### config.mk
export PLATFORM = sky130hd
export DESIGN_NAME = dacc_stage
export DESIGN_NICKNAME = d
export VERILOG_FILES = /design/src/rtl/dacc_pkg.sv /design/src/rtl/dacc_sext_gen.sv /design/src/rtl/dacc_scan_reg.sv /design/src/rtl/dacc_sum.sv /design/src/rtl/dacc_stage.sv
export SDC_FILE = /design/constraint.sdc
export NUM_CORES = 1
export LEC_CHECK = 0
export BUFFER_PORTS_ARGS = -buffer_cell sky130_fd_sc_hd__buf_2
export CAP_MARGIN = 30
export CORE_UTILIZATION = 50
export CTS_CLUSTER_DIAMETER = 200
export DETAILED_ROUTE_END_ITERATION = 8
export PLACE_DENSITY = 0.72
export SLEW_MARGIN = 30
export SYNTH_ARGS = -nofsm -noshare
export SYNTH_HDL_FRONTEND = slang
export SYNTH_SLANG_ARGS = --single-unit
### constraint.sdc
create_clock -name clk -period 7.57 [get_ports clk]
set_input_delay 1.514 -clock clk [delete_from_list [all_inputs] [get_ports clk]]
set_output_delay 1.514 -clock clk [all_outputs]
set_load 0.1 [all_outputs]
### src/rtl/dacc_pkg.sv
package dacc_pkg;
    localparam int NSLICE = 8;
    localparam int ADD_W  = 14;
    localparam int ACC_W  = 24;
    localparam int HI_W   = ACC_W - ADD_W;
    localparam int CNT_W  = $clog2(NSLICE + 1);
    localparam int LOW_W  = $clog2(NSLICE);

    typedef logic [ADD_W-1:0] addend_t;

    typedef struct packed {
        logic [HI_W-1:0]  hi;
        logic [ADD_W-1:0] lo;
    } acc_word_t;

    function automatic logic [CNT_W-1:0] count_clear(input logic [NSLICE-1:0] s);
        logic [CNT_W-1:0] n;
        n = '0;
        for (int k = 0; k < NSLICE; k++) begin
            n = n + CNT_W'(!s[k]);
        end
        return n;
    endfunction
endpackage

### src/rtl/dacc_sext_gen.sv
module dacc_sext_gen
    import dacc_pkg::*;
(
    input  logic [NSLICE-1:0] sign_bits,
    output logic [HI_W-1:0]   sx_word
);
    logic [CNT_W-1:0] clear_cnt;
    logic             any_neg;

    always_comb begin
        clear_cnt = count_clear(sign_bits);
        any_neg   = |sign_bits;
        sx_word   = {{(HI_W-LOW_W){any_neg}}, clear_cnt[LOW_W-1:0]};
    end
endmodule

### src/rtl/dacc_scan_reg.sv
module dacc_scan_reg
    import dacc_pkg::*;
(
    input  logic      clk,
    input  logic      rst,
    input  logic      shift_en,
    input  logic      ser_in,
    output acc_word_t word_q
);
    always_ff @(posedge clk) begin
        if (rst) begin
            word_q <= '0;
        end else if (shift_en) begin
            word_q <= acc_word_t'({ser_in, word_q[ACC_W-1:1]});
        end
    end
endmodule

### src/rtl/dacc_sum.sv
module dacc_sum
    import dacc_pkg::*;
(
    input  addend_t             terms [NSLICE],
    input  acc_word_t           acc,
    input  logic [HI_W-1:0]     sx_word,
    output logic [ACC_W-1:0]    total
);
    logic [ACC_W-1:0] low_part;
    logic [HI_W-1:0]  high_part;

    always_comb begin
        low_part = ACC_W'(acc.lo);
        for (int j = 0; j < NSLICE; j++) begin
            low_part = low_part + ACC_W'(terms[j]);
        end
        high_part = acc.hi + sx_word;
        total     = low_part + {high_part, {ADD_W{1'b0}}};
    end
endmodule

### src/rtl/dacc_stage.sv
module dacc_stage
    import dacc_pkg::*;
(
    input  logic                    clk,
    input  logic                    rst,
    input  logic                    scan_en,
    input  logic                    scan_in,
    input  logic [NSLICE*ADD_W-1:0] addends,
    input  logic [NSLICE-1:0]       signs,
    output logic [ACC_W-1:0]        y
);
    addend_t          terms [NSLICE];
    acc_word_t        acc_q;
    logic [HI_W-1:0]  sx_w;
    logic [ACC_W-1:0] sum_c;

    for (genvar g = 0; g < NSLICE; g++) begin : g_unpack
        assign terms[g] = addends[g*ADD_W +: ADD_W];
    end

    dacc_sext_gen u_sext (
        .sign_bits (signs),
        .sx_word   (sx_w)
    );

    dacc_scan_reg u_acc (
        .clk      (clk),
        .rst      (rst),
        .shift_en (scan_en),
        .ser_in   (scan_in),
        .word_q   (acc_q)
    );

    dacc_sum u_sum (
        .terms   (terms),
        .acc     (acc_q),
        .sx_word (sx_w),
        .total   (sum_c)
    );

    always_ff @(posedge clk) begin
        if (rst) begin
            y <= '0;
        end else begin
            y <= sum_c;
        end
    end
endmodule

# Word-level counts from Yosys, hierarchy flattened
# Cells that the tools add are included.
[word_totals]
ff_bits = 48
word_cells = 29
inputBits = 124
out_inout_bits = 24
[op_classes]
addsub = 17
n_reduce_logical = 9
[ops]
columns = ["cell", "count"]
rows = [
  ["$add 24x14->24", 7],
  ["$add 24x24->24", 1],
  ["$add 3x1->3", 6],
  ["$add 14x14->15", 1],
  ["$add 10x10->10", 1],
  ["$logic_not 1->1", 8],
  ["$reduce_or 8->1", 1],
  ["$add 1x1->2", 1],
]

# Depth between registers and ports, before layout
[logic_depth]
depth_word = 10
depth_mapped = 24
depth_no_buf = 24

# By module
# From an unflattened synthesis, not the netlist that was laid out.
[hier_totals]
cells_unflattened = 548
area_unflattened_um2 = 5506.5
[modules_own_cells]
columns = ["mod", "seq_area_each_um2", "instances", "cells_per_inst", "area_per_inst_um2"]
rows = [
  ["dacc_sum", 0.0, 1, 397, 3734.8],
  ["dacc_scan_reg", 480.5, 1, 77, 869.6],
  ["dacc_stage", 480.5, 1, 50, 693.2],
  ["dacc_sext_gen", 0.0, 1, 24, 209.0],
]

# Worst setup path before layout
# Ideal clock, no wire load.
[synth_timing]
path_kind = "in2reg"
from = "input addends[0]"
to = "register y[15]"
slack_ns = 0.692
stages = 23
t_required_ns = 7.447
arrival_time_ns = 6.755
setup_time_ns = 0.123
n_path_buf = 0
cell_sequence = "ha_1 -> inv_1 -> fa_1 -> nor2b_1 -> o21ai_0 -> a21boi_1 -> o2111ai_1 -> a21oi_1 -> nor4_1 -> a311o_1 -> fa_1 -> inv_1 -> fa_1 -> fa_1 -> fa_1 -> inv_1 -> ha_1 -> a21oi_1 -> o21ai_0 -> o21bai_1 -> a21o_1 -> a21oi_1 -> mux2_1"
[synth_via]
elab_chain_cells = 9
[synth_lines]
columns = ["item", "line", "source"]
rows = [
  ["start, declared", "dacc_stage.sv:8", "input logic [NSLICE*ADD_W-1:0] addends,"],
  ["$add 14x14->15", "dacc_sum.sv:15", "low_part = low_part + ACC_W'(terms[j]);"],
  ["$add 24x14->24 (7 in series)", "dacc_sum.sv:15", ""],
  ["$add 24x24->24", "dacc_sum.sv:18", "total = low_part + {high_part, {ADD_W{1'b0}}};"],
  ["end signal, assigned", "dacc_stage.sv:45", "y <= sum_c;"],
  ["end, declared", "dacc_stage.sv:10", "output logic [ACC_W-1:0] y"],
]
# No other way between the ends.
# A chain may end at the register's enable or synchronous reset.

# Worst setup path in the final report
[layout_timing]
from = "input addends[0]"
to = "register y[23]"
# Same word-level chain as after synthesis.

==> results.yml <==
global_routing:
  grt_pass1_wl_mm: 20.3
  grt_pass1_vias: 4737
  antenna_found_initial: 0
  grt_start_max_net_pins: 50
  grtUsageTotal_pct: 21.3
  grt-ovfl-total: 0
pwr:
  power_density_nw_per_um2: 404
  power_mw: 2.77
  ir_worst_vdd_uv: 239
  p_leak_nw: 3.66
synth:
  yosysTopAreaCell: "fa_1"
  synth_top_area_share_pct: 30.7
  yosys.area_share.simple_pct: 9.82
  syn-instance-count: 619
  synth.area.top_cells: "fa_1 (31%), dfxtp_1 (17%), ha_1 (11%), inv_1 (9.6%), mux2i_1 (4.5%)"
  syn_nets: 885
  synthMuxAreaShare_pct: 4.67
  synth_top_family_by_area: "adder cells"
  synthesis.area_um2: 5810
  synth-seq-cells: 48
  synth_most_common_cell: "inv_1"
  yosysSeqAreaShare_pct: 16.5
  synth-xor-area-share_pct: 5.27
  syn_area_per_cell_um2: 9.39
  yosys.area_share.adder_pct: 42.1
  async_flop_share_pct: 0
  synth_ff_type: "dfxtp_1"
  ys_types: 63
  synth_edf_count: 0
  yosys_warnings: 0
  synthTopCellsByCount: "inv_1 (148), fa_1 (89), nor2_1 (64), ha_1 (53), dfxtp_1 (48)"
  synth_compound_area_share_pct: 11.4
detailed_routing:
  antenna_left: 0
  vias_per_cell: 4.98
  num_vias: 4526
  drc: 2
  wirelength_mm: 11.7
  drtPass1Iterations: 6
  drt_iter0_markers: 159
  wl_per_cell_um: 12.8
sta:
  fin_crit_ns: 7.16
  final-setup-viol-count: 0
  finClkSkew_ns: 0.00691
  timing_max_transition_violations_final: 0
  setup_tns_ns: 0
  period_share_pct: 94.6
  hold_viol: 0
  fmax_mhz: 140
  relSlewSlack_pct: 49.2
  tightest_slew_ns: 0.763
floorplanning:
  die_area_um2: 12100
  fp.dieW_um: 110
  floorplan.initialDensity_pct: 51.1
  die_h_um: 110
  rows: 39
  boundaryPins: 148
  fp.coreArea_um2: 11400
placed_design:
  io_buffers: 147
  gp_congestion: 0.933
  dp_hpwl_mm: 9.98
  placed_cells: 899
critical_path:
  crit_path_start_kind: "input port"
  path_class: "input port to flip-flop"
  end_kind: "flip-flop"
  crit_fanout: 5
  required_ns: 7.79
  crit_arrival_ns: 7.38
clock_tree:
  cts_hold_buf: 0
  root_buffer: "clkbuf_16"
  insertion_delay_ns: 0.29
  h-tree-depth: 2
  cts_inserted_buffers: 5
  clk_pin_slew_ns: 0.07
  clock-sinks: 48
  cts_tree: "yes"
  cts_buffer_depth: 2
status:
  status: "complete, but fails checks"
  violations: "DRC"
final_layout:
  drive_gt1_share_pct: 23.4
  n_antenna_cell: 0
  finalCoreUtilization_pct: 60.4
  nets: 1032
  stdcell_count: 909
  area_growth_pct: 18.1
run:
  maxCapViolations: 0
worst_hold_path:
  hp-class: "flip-flop to flip-flop"
[layer usage]
| layer | track usage, % | part of all wire, % |
|---|---|---|
| met3 | 2.07 | 4.3 |
| met2 | 40.2 | 51 |
| met5 | 0 | 0 |
| met1 | 25.4 | 42 |
| met4 | 6.10 | 2.2 |
[worst max-delay path, stage by stage]
cell and delay [ns]:
buf_2 0.08, ha_1 0.16, inv_1 0.06, fa_1 0.39
nor2b_1 0.13, o21ai_0 0.11, a21boi_1 0.24, buf_4 0.15
nor2_1 0.04, o21ai_0 0.38, a221oi_2 0.16, xnor2_1 0.17
fa_1 0.49, inv_1 0.05, fa_1 0.50, fa_1 0.51
fa_1 0.54, inv_1 0.04, ha_1 0.36, a21oi_1 0.18
o21ai_0 0.13, a22oi_1 0.25, nand3b_1 0.14, o2111a_1 0.29
o31ai_2 0.08, mux2i_1 0.21
[state kept, by name, indices dropped and copies added, names as in the netlist]
name	cells
u_acc.word_q	24
y	24
[cells in the final DEF (no fill, tap or decap), types with 2 or more instances in the layout]
master,instances
o21bai_1,4
buf_4,4
a211oi_1,4
o31ai_2,2
inv_1,148
buf_2,146
nor4_1,2
o21ai_0,12
nand2b_1,3
nor2b_1,8
xor2_1,11
o2111ai_1,2
nand4_1,5
and3_1,3
nor2_1,64
fa_1,89
and2_1,2
a21oi_2,4
o211ai_1,4
mux2i_1,26
a311oi_1,2
a21oi_1,25
a31oi_1,2
nand3_1,5
ha_1,53
clkbuf_16,5
xnor2_1,19
nor3_1,5
dfxtp_1,48
nand2_1,13
a21o_1,10
o31ai_1,2
[report_power, final]
group,internal (mW),switching (mW)
clock network,0.120,0.0983
registers,0.323,0.0215
logic,0.835,1.38
total,1.28,1.50
[area by class of cell]
| class | count | area, µm² |
|---|---|---|
| sequential | 48 | 961 |
| timing repair buffer | 150 | 761 |
| multi-input combinational | 413 | 4270 |
| tap | 143 | 179 |
| clock inverter | 2 | 12.5 |
| inverter | 148 | 556 |
| clock buffer | 5 | 125 |
| fill | 999 | 4510 |
[per-stage QoR]
step                      hold WS [ns]  setup slack (ns)  instance area (µm²)
after floorplan                  0.465             0.692                 5810
after global placement           0.493             0.280                 6690
after detailed placement         0.518             0.107                 6690
after CTS                        0.535             0.385                 6830
after global routing             0.558           -0.0156                 6860
final                            0.529             0.411                 6860
[kinds of logic after synthesis]
family,count (synthesis)
fa+ha+maj,142
simple gates,120
mux,27
flops,48
xor+xnor,32
compound gates,92
buf+inv,158
[what timing repair did]
action | in CTS | in global routing
resized for setup | 0 | 2
buffers inserted | 0 | 3
endpoints found under the setup margin | 0 | 5
[final timing paths]
| check | endpoint | from | cells past startpoint | slack, ns |
|---|---|---|---|---|
| hold / removal | u_acc.word_q[10] | u_acc.word_q[11] | 2 | 0.53 |
| setup reg to reg | y[23] | u_acc.word_q[0] | 25 | 1.37 |
| hold reg to reg | u_acc.word_q[10] | u_acc.word_q[11] | 2 | 0.53 |
| setup / recovery | y[23] | addends[0] | 26 | 0.41 |
No activity file was read; power rests on OpenSTA's default activity.
